**config.mk**
```make
export PLATFORM = sky130hd
export DESIGN_NAME = byte_ptr_adjust
export DESIGN_NICKNAME = d
export VERILOG_FILES = /design/src/rtl/bpa_pkg.sv /design/src/rtl/bpa_grp_decode.sv /design/src/rtl/bpa_capcount.sv /design/src/rtl/bpa_divider.sv /design/src/rtl/byte_ptr_adjust.sv
export SDC_FILE = /design/constraint.sdc
export NUM_CORES = 1
export LEC_CHECK = 0
export BUFFER_PORTS_ARGS = -buffer_cell sky130_fd_sc_hd__buf_2
export CAP_MARGIN = 20
export CORE_AREA = 2 2 213 215
export DETAILED_ROUTE_END_ITERATION = 10
export DIE_AREA = 0 0 215 217
export PLACE_DENSITY = 0.73
export SYNTH_ARGS = -nofsm -noshare
export SYNTH_HDL_FRONTEND = slang
export SYNTH_SLANG_ARGS = --single-unit
```
**constraint.sdc**
```tcl
create_clock -name clk -period 19.2 [get_ports clk]
set_clock_uncertainty 0.05 [all_clocks]
set_input_delay 5.76 -clock clk [delete_from_list [all_inputs] [get_ports clk]]
set_output_delay 5.76 -clock clk [all_outputs]
set_load 0.1 [all_outputs]
```
**src/rtl/bpa_pkg.sv**
```systemverilog
`timescale 1ns/1ps
// Shared constants, group decode and state types for the byte pointer
// adjust unit. Assumes a 36-bit word with 6-bit position/size fields.
package bpa_pkg;
    localparam int BPA_WORD_W    = 36;
    localparam int BPA_FIELD_W   = 6;
    localparam int BPA_LADDR_W   = 18;
    localparam int BPA_GADDR_W   = 30;
    localparam int BPA_LOCAL_MAX = 36;
    localparam int BPA_BAD_CODE  = 63;

    typedef struct packed {
        logic                   legal;
        logic [BPA_FIELD_W-1:0] cap;
        logic [BPA_FIELD_W-1:0] base;
    } grp_t;

    // Map a compact code to its group capacity and base code.
    function automatic grp_t grp_lookup(input logic [BPA_FIELD_W-1:0] code);
        grp_t g;
        g.legal = 1'b1;
        if (code <= 6'd43) begin
            g.cap = 6'd6;  g.base = 6'd37;
        end else if (code <= 6'd48) begin
            g.cap = 6'd4;  g.base = 6'd44;
        end else if (code <= 6'd54) begin
            g.cap = 6'd5;  g.base = 6'd49;
        end else if (code <= 6'd59) begin
            g.cap = 6'd4;  g.base = 6'd55;
        end else if (code <= 6'd62) begin
            g.cap = 6'd2;  g.base = 6'd60;
        end else begin
            g.legal = 1'b0; g.cap = '0; g.base = '0;
        end
        return g;
    endfunction

    typedef enum logic [2:0] {
        T_IDLE, T_COUNT, T_DIV, T_STEP, T_FIN
    } top_state_t;

    typedef enum logic [1:0] {
        C_IDLE, C_RIGHT, C_LEFT
    } cnt_state_t;

    typedef enum logic [1:0] {
        D_IDLE, D_RUN, D_FIX
    } div_state_t;
endpackage

```
**src/rtl/bpa_grp_decode.sv**
```systemverilog
`timescale 1ns/1ps
// Combinational decode of the leading pointer field: tells the local form
// from the compact form and, for compact codes, gives capacity, base and
// the signed index of the current byte (code - base - 1, -1 for the base).
// Assumes codes above LOCAL_MAX are compact.
module bpa_grp_decode
    import bpa_pkg::*;
#(
    parameter int FIELD_W   = BPA_FIELD_W,
    parameter int LOCAL_MAX = BPA_LOCAL_MAX
) (
    input  logic [FIELD_W-1:0] code,
    output logic               compact,
    output logic               legal,
    output logic [FIELD_W-1:0] cap,
    output logic [FIELD_W-1:0] base,
    output logic [FIELD_W:0]   cur_idx
);
    localparam logic [FIELD_W-1:0] LMAX = FIELD_W'(LOCAL_MAX);
    localparam logic [FIELD_W:0]   ONE  = (FIELD_W+1)'(1);

    grp_t g;

    // Table lookup and index of the current byte within its word.
    always_comb begin
        g       = grp_lookup(code);
        compact = code > LMAX;
        legal   = g.legal;
        cap     = g.cap;
        base    = g.base;
        cur_idx = {1'b0, code} - {1'b0, g.base} - ONE;
    end
endmodule

```
**src/rtl/bpa_capcount.sv**
```systemverilog
`timescale 1ns/1ps
// Iterative byte capacity counter for a local pointer. Counts the whole
// bytes below the current position, then those at or above it, one
// subtraction of the size per cycle. Also returns the gap left above the
// highest byte. Assumes size is nonzero and pos is at most WORD_BITS.
module bpa_capcount
    import bpa_pkg::*;
#(
    parameter int FIELD_W   = BPA_FIELD_W,
    parameter int WORD_BITS = BPA_LOCAL_MAX
) (
    input  logic               clk,
    input  logic               rst_n,
    input  logic               start,
    input  logic [FIELD_W-1:0] pos,
    input  logic [FIELD_W-1:0] size,
    output logic               done,
    output logic [FIELD_W-1:0] right_cnt,
    output logic [FIELD_W-1:0] left_cnt,
    output logic [FIELD_W-1:0] gap
);
    localparam logic [FIELD_W-1:0] SPAN = FIELD_W'(WORD_BITS);
    localparam logic [FIELD_W-1:0] ONE  = FIELD_W'(1);
    localparam int PW = 2 * FIELD_W;

    cnt_state_t         state;
    logic [FIELD_W-1:0] pos_q, size_q, acc_q, rc_q, lc_q, gap_q;
    logic               done_q;

    // Two counting phases, one subtraction of the size per cycle.
    always_ff @(posedge clk) begin
        if (!rst_n) begin
            state  <= C_IDLE;
            pos_q  <= '0;
            size_q <= '0;
            acc_q  <= '0;
            rc_q   <= '0;
            lc_q   <= '0;
            gap_q  <= '0;
            done_q <= 1'b0;
        end else begin
            done_q <= 1'b0;
            case (state)
                C_IDLE: if (start) begin
                    pos_q  <= pos;
                    size_q <= size;
                    acc_q  <= pos;
                    rc_q   <= '0;
                    lc_q   <= '0;
                    state  <= C_RIGHT;
                end
                C_RIGHT: if (acc_q >= size_q) begin
                    acc_q <= acc_q - size_q;
                    rc_q  <= rc_q + ONE;
                end else begin
                    acc_q <= SPAN - pos_q;
                    state <= C_LEFT;
                end
                C_LEFT: if (acc_q >= size_q) begin
                    acc_q <= acc_q - size_q;
                    lc_q  <= lc_q + ONE;
                end else begin
                    gap_q  <= acc_q;
                    done_q <= 1'b1;
                    state  <= C_IDLE;
                end
                default: state <= C_IDLE;
            endcase
        end
    end

    assign done      = done_q;
    assign right_cnt = rc_q;
    assign left_cnt  = lc_q;
    assign gap       = gap_q;


    size_nonzero_chk: assert property (@(posedge clk) disable iff (!rst_n)
        start |-> size != '0);

    right_count_chk: assert property (@(posedge clk) disable iff (!rst_n)
        done_q |-> (PW'(rc_q) * PW'(size_q) <= PW'(pos_q)) &&
                   (PW'(pos_q) - PW'(rc_q) * PW'(size_q) < PW'(size_q)));

    left_count_chk: assert property (@(posedge clk) disable iff (!rst_n)
        done_q |-> (PW'(lc_q) * PW'(size_q) + PW'(gap_q) == PW'(SPAN - pos_q)) &&
                   (gap_q < size_q));
endmodule

```
**src/rtl/bpa_divider.sv**
```systemverilog
`timescale 1ns/1ps
// Iterative signed-by-unsigned restoring divider with floor rounding.
// The magnitude of the dividend is divided one quotient bit per cycle.
// The step count is shortened for small magnitudes. A final cycle applies
// the sign: the quotient is negated, or ones-complemented with the
// remainder offset by the divisor. Assumes a nonzero divisor.
module bpa_divider
    import bpa_pkg::*;
#(
    parameter int DW         = BPA_WORD_W,
    parameter int NW         = BPA_FIELD_W,
    parameter int SMALL_BITS = 6,
    parameter int MID_BITS   = 18
) (
    input  logic          clk,
    input  logic          rst_n,
    input  logic          start,
    input  logic [DW-1:0] dividend,
    input  logic [NW-1:0] divisor,
    output logic          done,
    output logic [DW-1:0] quo,
    output logic [NW-1:0] rem
);
    localparam int CW          = $clog2(DW + 1);
    localparam int SMALL_STEPS = SMALL_BITS + 1;
    localparam int MID_STEPS   = MID_BITS + 1;
    localparam logic [DW-1:0] SMALL_LIM = DW'(1) << SMALL_BITS;
    localparam logic [DW-1:0] MID_LIM   = DW'(1) << MID_BITS;
    localparam logic [CW-1:0] ONE_C     = CW'(1);

    div_state_t    state;
    logic [DW-1:0] mag, shreg_q, quo_q;
    logic [NW-1:0] part_q, dvs_q, rem_q, part_n;
    logic [NW:0]   trial;
    logic [CW-1:0] steps, cnt_q;
    logic          neg_q, take, done_q;

    // Magnitude of the dividend and the step count it needs.
    always_comb begin
        mag = dividend[DW-1] ? (DW'(0) - dividend) : dividend;
        if (mag < SMALL_LIM)    steps = CW'(SMALL_STEPS);
        else if (mag < MID_LIM) steps = CW'(MID_STEPS);
        else                    steps = CW'(DW);
    end

    // One restoring step: shift in a dividend bit, subtract if it fits.
    always_comb begin
        trial  = {part_q, shreg_q[DW-1]};
        take   = trial >= {1'b0, dvs_q};
        part_n = take ? NW'(trial - {1'b0, dvs_q}) : trial[NW-1:0];
    end

    // Load, iterate, then apply the floor correction for a negative sign.
    always_ff @(posedge clk) begin
        if (!rst_n) begin
            state   <= D_IDLE;
            shreg_q <= '0;
            part_q  <= '0;
            dvs_q   <= '0;
            cnt_q   <= '0;
            neg_q   <= 1'b0;
            quo_q   <= '0;
            rem_q   <= '0;
            done_q  <= 1'b0;
        end else begin
            done_q <= 1'b0;
            case (state)
                D_IDLE: if (start) begin
                    shreg_q <= mag << (CW'(DW) - steps);
                    part_q  <= '0;
                    dvs_q   <= divisor;
                    neg_q   <= dividend[DW-1];
                    cnt_q   <= steps;
                    state   <= D_RUN;
                end
                D_RUN: begin
                    shreg_q <= {shreg_q[DW-2:0], take};
                    part_q  <= part_n;
                    cnt_q   <= cnt_q - ONE_C;
                    if (cnt_q == ONE_C) state <= D_FIX;
                end
                D_FIX: begin
                    done_q <= 1'b1;
                    state  <= D_IDLE;
                    if (!neg_q) begin
                        quo_q <= shreg_q;
                        rem_q <= part_q;
                    end else if (part_q == '0) begin
                        quo_q <= DW'(0) - shreg_q;
                        rem_q <= '0;
                    end else begin
                        quo_q <= ~shreg_q;
                        rem_q <= dvs_q - part_q;
                    end
                end
                default: state <= D_IDLE;
            endcase
        end
    end

    assign done = done_q;
    assign quo  = quo_q;
    assign rem  = rem_q;


    divisor_nonzero_chk: assert property (@(posedge clk) disable iff (!rst_n)
        start |-> divisor != '0);

    rem_range_chk: assert property (@(posedge clk) disable iff (!rst_n)
        done_q |-> rem_q < dvs_q);

    neg_quotient_chk: assert property (@(posedge clk) disable iff (!rst_n)
        done_q && neg_q && rem_q != '0 |-> quo_q[DW-1]);
endmodule

```
**src/rtl/byte_ptr_adjust.sv**
```systemverilog
`timescale 1ns/1ps
// Byte pointer adjust unit. Takes a 36-bit pointer in local or compact
// form and a signed count. Finds the word capacity and the current byte
// index, divides the relative count by the capacity with floor rounding,
// and rebuilds the pointer. Sequencing: IDLE -> (COUNT) -> DIV -> (STEP)
// -> FIN, with one done pulse in the cycle after FIN. Assumes start is
// only pulsed while no request is in flight.
module byte_ptr_adjust
    import bpa_pkg::*;
#(
    parameter int WORD_W  = BPA_WORD_W,
    parameter int FIELD_W = BPA_FIELD_W,
    parameter int LADDR_W = BPA_LADDR_W,
    parameter int GADDR_W = BPA_GADDR_W
) (
    input  logic              clk,
    input  logic              rst_n,
    input  logic              start,
    input  logic [WORD_W-1:0] ptr_in,
    input  logic [WORD_W-1:0] count_in,
    output logic              done,
    output logic [WORD_W-1:0] ptr_out,
    output logic              no_fit,
    output logic              bad_code
);
    localparam int P_MSB = WORD_W - 1;
    localparam int S_MSB = WORD_W - FIELD_W - 1;
    localparam int M_MSB = WORD_W - 2 * FIELD_W - 1;
    localparam logic [FIELD_W-1:0] ONE_F = FIELD_W'(1);
    localparam logic [FIELD_W-1:0] SPAN  = FIELD_W'(BPA_LOCAL_MAX);
    localparam logic [FIELD_W-1:0] BAD   = FIELD_W'(BPA_BAD_CODE);
    localparam logic [WORD_W-1:0]  ONE_W = WORD_W'(1);

    top_state_t        state;
    logic [WORD_W-1:0] ptr_q, adj_q, res_q;
    logic              compact_q, nofit_q, bad_q, done_q;
    logic [FIELD_W-1:0] p_acc, step_cnt;

    logic [FIELD_W-1:0] in_p, in_s, s_q, dec_code;
    logic               dec_compact, dec_legal;
    logic [FIELD_W-1:0] dec_cap, dec_base;
    logic [FIELD_W:0]   dec_cur;

    logic               cc_start, cc_done;
    logic [FIELD_W-1:0] cc_right, cc_left, cc_gap, loc_cap;

    logic               dv_start, dv_done;
    logic [WORD_W-1:0]  dv_dividend, dv_quo;
    logic [FIELD_W-1:0] dv_divisor, dv_rem;

    // Field views of the incoming and the captured pointer.
    always_comb begin
        in_p     = ptr_in[P_MSB -: FIELD_W];
        in_s     = ptr_in[S_MSB -: FIELD_W];
        s_q      = ptr_q[S_MSB -: FIELD_W];
        dec_code = (state == T_IDLE) ? in_p : ptr_q[P_MSB -: FIELD_W];
        loc_cap  = cc_right + cc_left;
    end

    bpa_grp_decode #(
        .FIELD_W   (FIELD_W),
        .LOCAL_MAX (BPA_LOCAL_MAX)
    ) u_dec (
        .code    (dec_code),
        .compact (dec_compact),
        .legal   (dec_legal),
        .cap     (dec_cap),
        .base    (dec_base),
        .cur_idx (dec_cur)
    );

    // Start conditions and operands for the counter and the divider.
    always_comb begin
        cc_start = (state == T_IDLE) && start && !dec_compact && (in_s != '0);
        dv_start = ((state == T_IDLE) && start && dec_compact && dec_legal) ||
                   ((state == T_COUNT) && cc_done && (loc_cap != '0));
        if (state == T_IDLE) begin
            dv_dividend = count_in + {{(WORD_W-FIELD_W-1){dec_cur[FIELD_W]}}, dec_cur};
            dv_divisor  = dec_cap;
        end else begin
            dv_dividend = adj_q + {{(WORD_W-FIELD_W){1'b0}}, cc_left} - ONE_W;
            dv_divisor  = loc_cap;
        end
    end

    bpa_capcount #(
        .FIELD_W   (FIELD_W),
        .WORD_BITS (BPA_LOCAL_MAX)
    ) u_cnt (
        .clk       (clk),
        .rst_n     (rst_n),
        .start     (cc_start),
        .pos       (in_p),
        .size      (in_s),
        .done      (cc_done),
        .right_cnt (cc_right),
        .left_cnt  (cc_left),
        .gap       (cc_gap)
    );

    bpa_divider #(
        .DW         (WORD_W),
        .NW         (FIELD_W),
        .SMALL_BITS (6),
        .MID_BITS   (LADDR_W)
    ) u_div (
        .clk      (clk),
        .rst_n    (rst_n),
        .start    (dv_start),
        .dividend (dv_dividend),
        .divisor  (dv_divisor),
        .done     (dv_done),
        .quo      (dv_quo),
        .rem      (dv_rem)
    );

    // Request sequencing and result assembly.
    always_ff @(posedge clk) begin
        if (!rst_n) begin
            state     <= T_IDLE;
            ptr_q     <= '0;
            adj_q     <= '0;
            res_q     <= '0;
            compact_q <= 1'b0;
            nofit_q   <= 1'b0;
            bad_q     <= 1'b0;
            done_q    <= 1'b0;
            p_acc     <= '0;
            step_cnt  <= '0;
        end else begin
            done_q <= 1'b0;
            case (state)
                T_IDLE: if (start) begin
                    ptr_q     <= ptr_in;
                    adj_q     <= count_in;
                    compact_q <= dec_compact;
                    nofit_q   <= 1'b0;
                    bad_q     <= 1'b0;
                    if (dec_compact && !dec_legal) begin
                        res_q <= ptr_in;
                        bad_q <= 1'b1;
                        state <= T_FIN;
                    end else if (dec_compact) begin
                        state <= T_DIV;
                    end else if (in_s == '0) begin
                        res_q <= ptr_in;
                        state <= T_FIN;
                    end else begin
                        state <= T_COUNT;
                    end
                end
                T_COUNT: if (cc_done) begin
                    if (loc_cap == '0) begin
                        res_q   <= ptr_q;
                        nofit_q <= 1'b1;
                        state   <= T_FIN;
                    end else begin
                        state <= T_DIV;
                    end
                end
                T_DIV: if (dv_done) begin
                    if (compact_q) begin
                        res_q <= {dec_base + ONE_F + dv_rem,
                                  ptr_q[GADDR_W-1:0] + dv_quo[GADDR_W-1:0]};
                        state <= T_FIN;
                    end else begin
                        res_q <= {ptr_q[WORD_W-1:LADDR_W],
                                  ptr_q[LADDR_W-1:0] + dv_quo[LADDR_W-1:0]};
                        p_acc    <= SPAN - cc_gap;
                        step_cnt <= dv_rem + ONE_F;
                        state    <= T_STEP;
                    end
                end
                T_STEP: begin
                    p_acc    <= p_acc - s_q;
                    step_cnt <= step_cnt - ONE_F;
                    if (step_cnt == ONE_F) begin
                        res_q[P_MSB -: FIELD_W] <= p_acc - s_q;
                        state <= T_FIN;
                    end
                end
                T_FIN: begin
                    done_q <= 1'b1;
                    state  <= T_IDLE;
                end
                default: state <= T_IDLE;
            endcase
        end
    end

    assign done     = done_q;
    assign ptr_out  = res_q;
    assign no_fit   = nofit_q;
    assign bad_code = bad_q;


    done_pulse_chk: assert property (@(posedge clk) disable iff (!rst_n)
        done_q |=> !done_q);

    nofit_keep_chk: assert property (@(posedge clk) disable iff (!rst_n)
        done_q && nofit_q |-> res_q == ptr_q && !compact_q);

    badcode_keep_chk: assert property (@(posedge clk) disable iff (!rst_n)
        done_q && bad_q |-> res_q == ptr_q && ptr_q[P_MSB -: FIELD_W] == BAD && !nofit_q);

    local_shape_chk: assert property (@(posedge clk) disable iff (!rst_n)
        done_q && !compact_q && !nofit_q |->
            res_q[S_MSB -: FIELD_W] == ptr_q[S_MSB -: FIELD_W] &&
            res_q[M_MSB:LADDR_W] == ptr_q[M_MSB:LADDR_W] &&
            res_q[P_MSB -: FIELD_W] <= SPAN);

    compact_shape_chk: assert property (@(posedge clk) disable iff (!rst_n)
        done_q && compact_q && !bad_q |->
            res_q[P_MSB -: FIELD_W] > SPAN && res_q[P_MSB -: FIELD_W] != BAD);
endmodule

```
==> impl_metrics.toml <==
[clock_tree]
cts_buffers = 34
clkTransAtPathRegs_ns = 0.06
cts_tree = "yes"
cts.path.max_buffers = 3
clk_latency_ns = 0.56
cts_hold_buf = 0
root_buffer = "clkbuf_16"
cts_sinks = 260
postCtsSetupBuffers = 0
cts_resized = 0
cts-htree-levels = 2

[synth]
synthCells = 2922
synth-seq-cells = 260
async_flop_share_pct = 0
syn-cell-area_mm2 = 0.0218
avgSynthCellArea_um2 = 7.48
synth_ff_type = "dfxtp_1"
yosysSeqAreaShare_pct = 23.8
synth_nets = 3165
synth.distinct_cells = 100
synth_edf_count = 0
yosysWarnings = 0

[timing]
fmax_mhz = 66.3
worst_pin_slew_ns = 1.05
rsz0062_at_grt = "no"
layout_min_cycle_time_ns = 15.09
timing.final.crit_share_pct = 78.6
slew_headroom_pct = 29.4
maxSlewViolCount = 0
setup_violations = 0
tns_ns = 0
hold_viol = 0

[worst_hold_path]
min_path_cells = 2
worstHoldStart = "u_cnt.size_q[2]$_SDFFE_PN0P_"
hold_end = "u_cnt.size_q[2]$_SDFFE_PN0P_"
hold_class = "reg2reg"

[worst_setup_path]
critPathKind = "in2reg"
arrival_ns = 15.53
crit_fanout = 38
slowest_delay_ns = 0.75
r2r-start = "state[2]$_SDFFE_PN0P_"
end_kind = "register"
required_ns = 19.64
rr_endpoint = "u_div.shreg_q[21]$_SDFFE_PN0P_"
crit_path_start_kind = "input pin"
reg2regPathDepth = 37
rrSetupSlack_ns = 8.04
cp_slowest_cell = "o211a_1"

[placement]
gp_congestion = 0.959
place_hpwl_um = 49600
dp.cells = 3501
io_buffers = 113

[status]
status = "completed"

[global_routing]
grt_usage_pct = 28.1
first_global_vias = 20800
grt_overflow_total = 0
grt_pass1_wl_um = 109000
grt_antenna_before_repair = 1
grt_max_degree = 130

[drt]
wl_per_cell_um = 18.9
vias = 22100
ant_nets = 0
drtIter0Drc = 1745
drc = 0
vias_per_cell = 6.20
drtPass1Iterations = 6
wirelength_um = 67200

[layout]
mostFrequentLayoutCells = "nand2_1, a21oi_1, dfxtp_1, nor2_1, o21ai_0"
fin_cells = 3564
insertedDiodeCount = 0
final_common_cell = "nand2_1"
num-nets-final = 3181
area_growth_pct = 9.30
nFillCells = 4332
layout-drive-gt1-share_pct = 9.21

[floorplan]
io_pins = 114
dieHeight_um = 217
die_area_mm2 = 0.0467
core_area_mm2 = 0.0447
die_w_um = 215
rows = 78
start_util_pct = 48.9

[flow_run]
max_cap_violations = 0
layout make-up:
class | count | area, um^2 | share of cell area [%]
clock buffers | 51 | 985 | 4.12
clock inverters | 11 | 128 | 0.535
inverters | 155 | 587 | 2.46
multi-input cells | 2346 | 15400 | 64.7
flip-flops and latches | 260 | 5200 | 21.8
well taps | 600 | 751 | 3.14
repair buffers | 141 | 773 | 3.24
through the flow:
stage	setup slack, ns	hold slack (ns)	utilization, %	instance area, um^2
3_3_place_gp	3.91	0.391	50.9	22800
4_1_cts	4.23	0.408	53.4	23900
6_report	4.11	0.406	53.4	23900
2_1_floorplan	3.92	0.382	-	21800
5_1_grt	3.22	0.422	53.4	23900
3_5_place_dp	3.70	0.397	50.9	22800
critical path: cells and delay by family:
kind	cells	cell delay [ns]
muxes	2	1.03
buffers and inverters	6	1.55
AOI/OAI and AO/OA	13	3.14
xor gates and xnor gates	1	0.43
adders and majority gates	3	0.98
and+or+nand+nor	11	2.58
kinds of logic (layout without fill, tap and decap cells):
logic type      after synthesis  count (layout)  synth area share (%)
simple gates                992             992                  21.5
xor+xnor                    167             167                  6.70
compound gates              947             947                  28.1
mux                          72              72                  4.20
flops                       260             260                  23.8
fa+ha+maj                   168             168                  9.97
buf+inv                     316             358                  5.68
worst max-delay path by stage:
stage	from	slack (ns)	to	cells after the start
floorplan	ptr_in[32]	3.92	u_div.shreg_q[25]$_SDFFE_PN0P_	37
global placement	ptr_in[32]	3.91	u_div.shreg_q[21]$_SDFFE_PN0P_	36
detailed placement	ptr_in[32]	3.70	u_div.shreg_q[21]$_SDFFE_PN0P_	36
CTS	ptr_in[32]	4.23	u_div.shreg_q[21]$_SDFFE_PN0P_	36
global route	ptr_in[32]	3.22	u_div.shreg_q[21]$_SDFFE_PN0P_	36
finish	ptr_in[32]	4.11	u_div.shreg_q[21]$_SDFFE_PN0P_	36
registers in the layout, indices dropped and copies added, names as in the netlist, 3 cells and up:
signal / count
u_cnt.size_q: 6
u_div.rem: 6
u_cnt.acc_q: 6
state: 3
step_cnt: 6
adj_q: 36
u_div.dvs_q: 6
ptr_q: 36
u_div.quo: 30
u_div.part_q: 6
u_cnt.right_cnt: 6
u_cnt.gap: 6
u_cnt.left_cnt: 6
u_div.cnt_q: 6
u_cnt.pos_q: 6
ptr_out: 36
u_div.shreg_q: 36
p_acc: 6
synth_stat cells, types with 18 or more instances:
library cell  number  area [um^2]
nand2b_1          20          125
a21oi_1          290         1450
o21ai_0          170          851
clkbuf_1         127          477
o21a_1            29          218
o31ai_1           21          158
ha_1             158         1980
nor3_1            60          300
o22ai_1           22          138
a211oi_1          84          631
nor2_1           240          901
and3_1            30          188
a221oi_1          20          175
o211ai_1          39          293
dfxtp_1          260         5200
nand3_1           67          335
xnor2_1           88          771
nor4_1            20          125
nand2_1          364         1370
inv_1            152          571
xor2_1            79          692
a31oi_1           47          294
a22oi_1           21          158
mux2i_1           50          500
or3_1             34          213
or4_1             18          135
a21o_1            53          398
and2_1            20          125
nor2b_1           19          119
nand4_1           34          213
o21bai_1          18          135
routing by layer:
layer	vias up	global-route usage, %	share of wire [%]
met1	10400	35.7	43
met4	2	12.9	4.6
met3	181	3.48	5.9
met5	-	0	0.013
met2	774	47.5	46
li1	10700	-	-
Power is not shown: default switching activity piles up to over one toggle a cycle in this logic, so the estimate is an artifact.
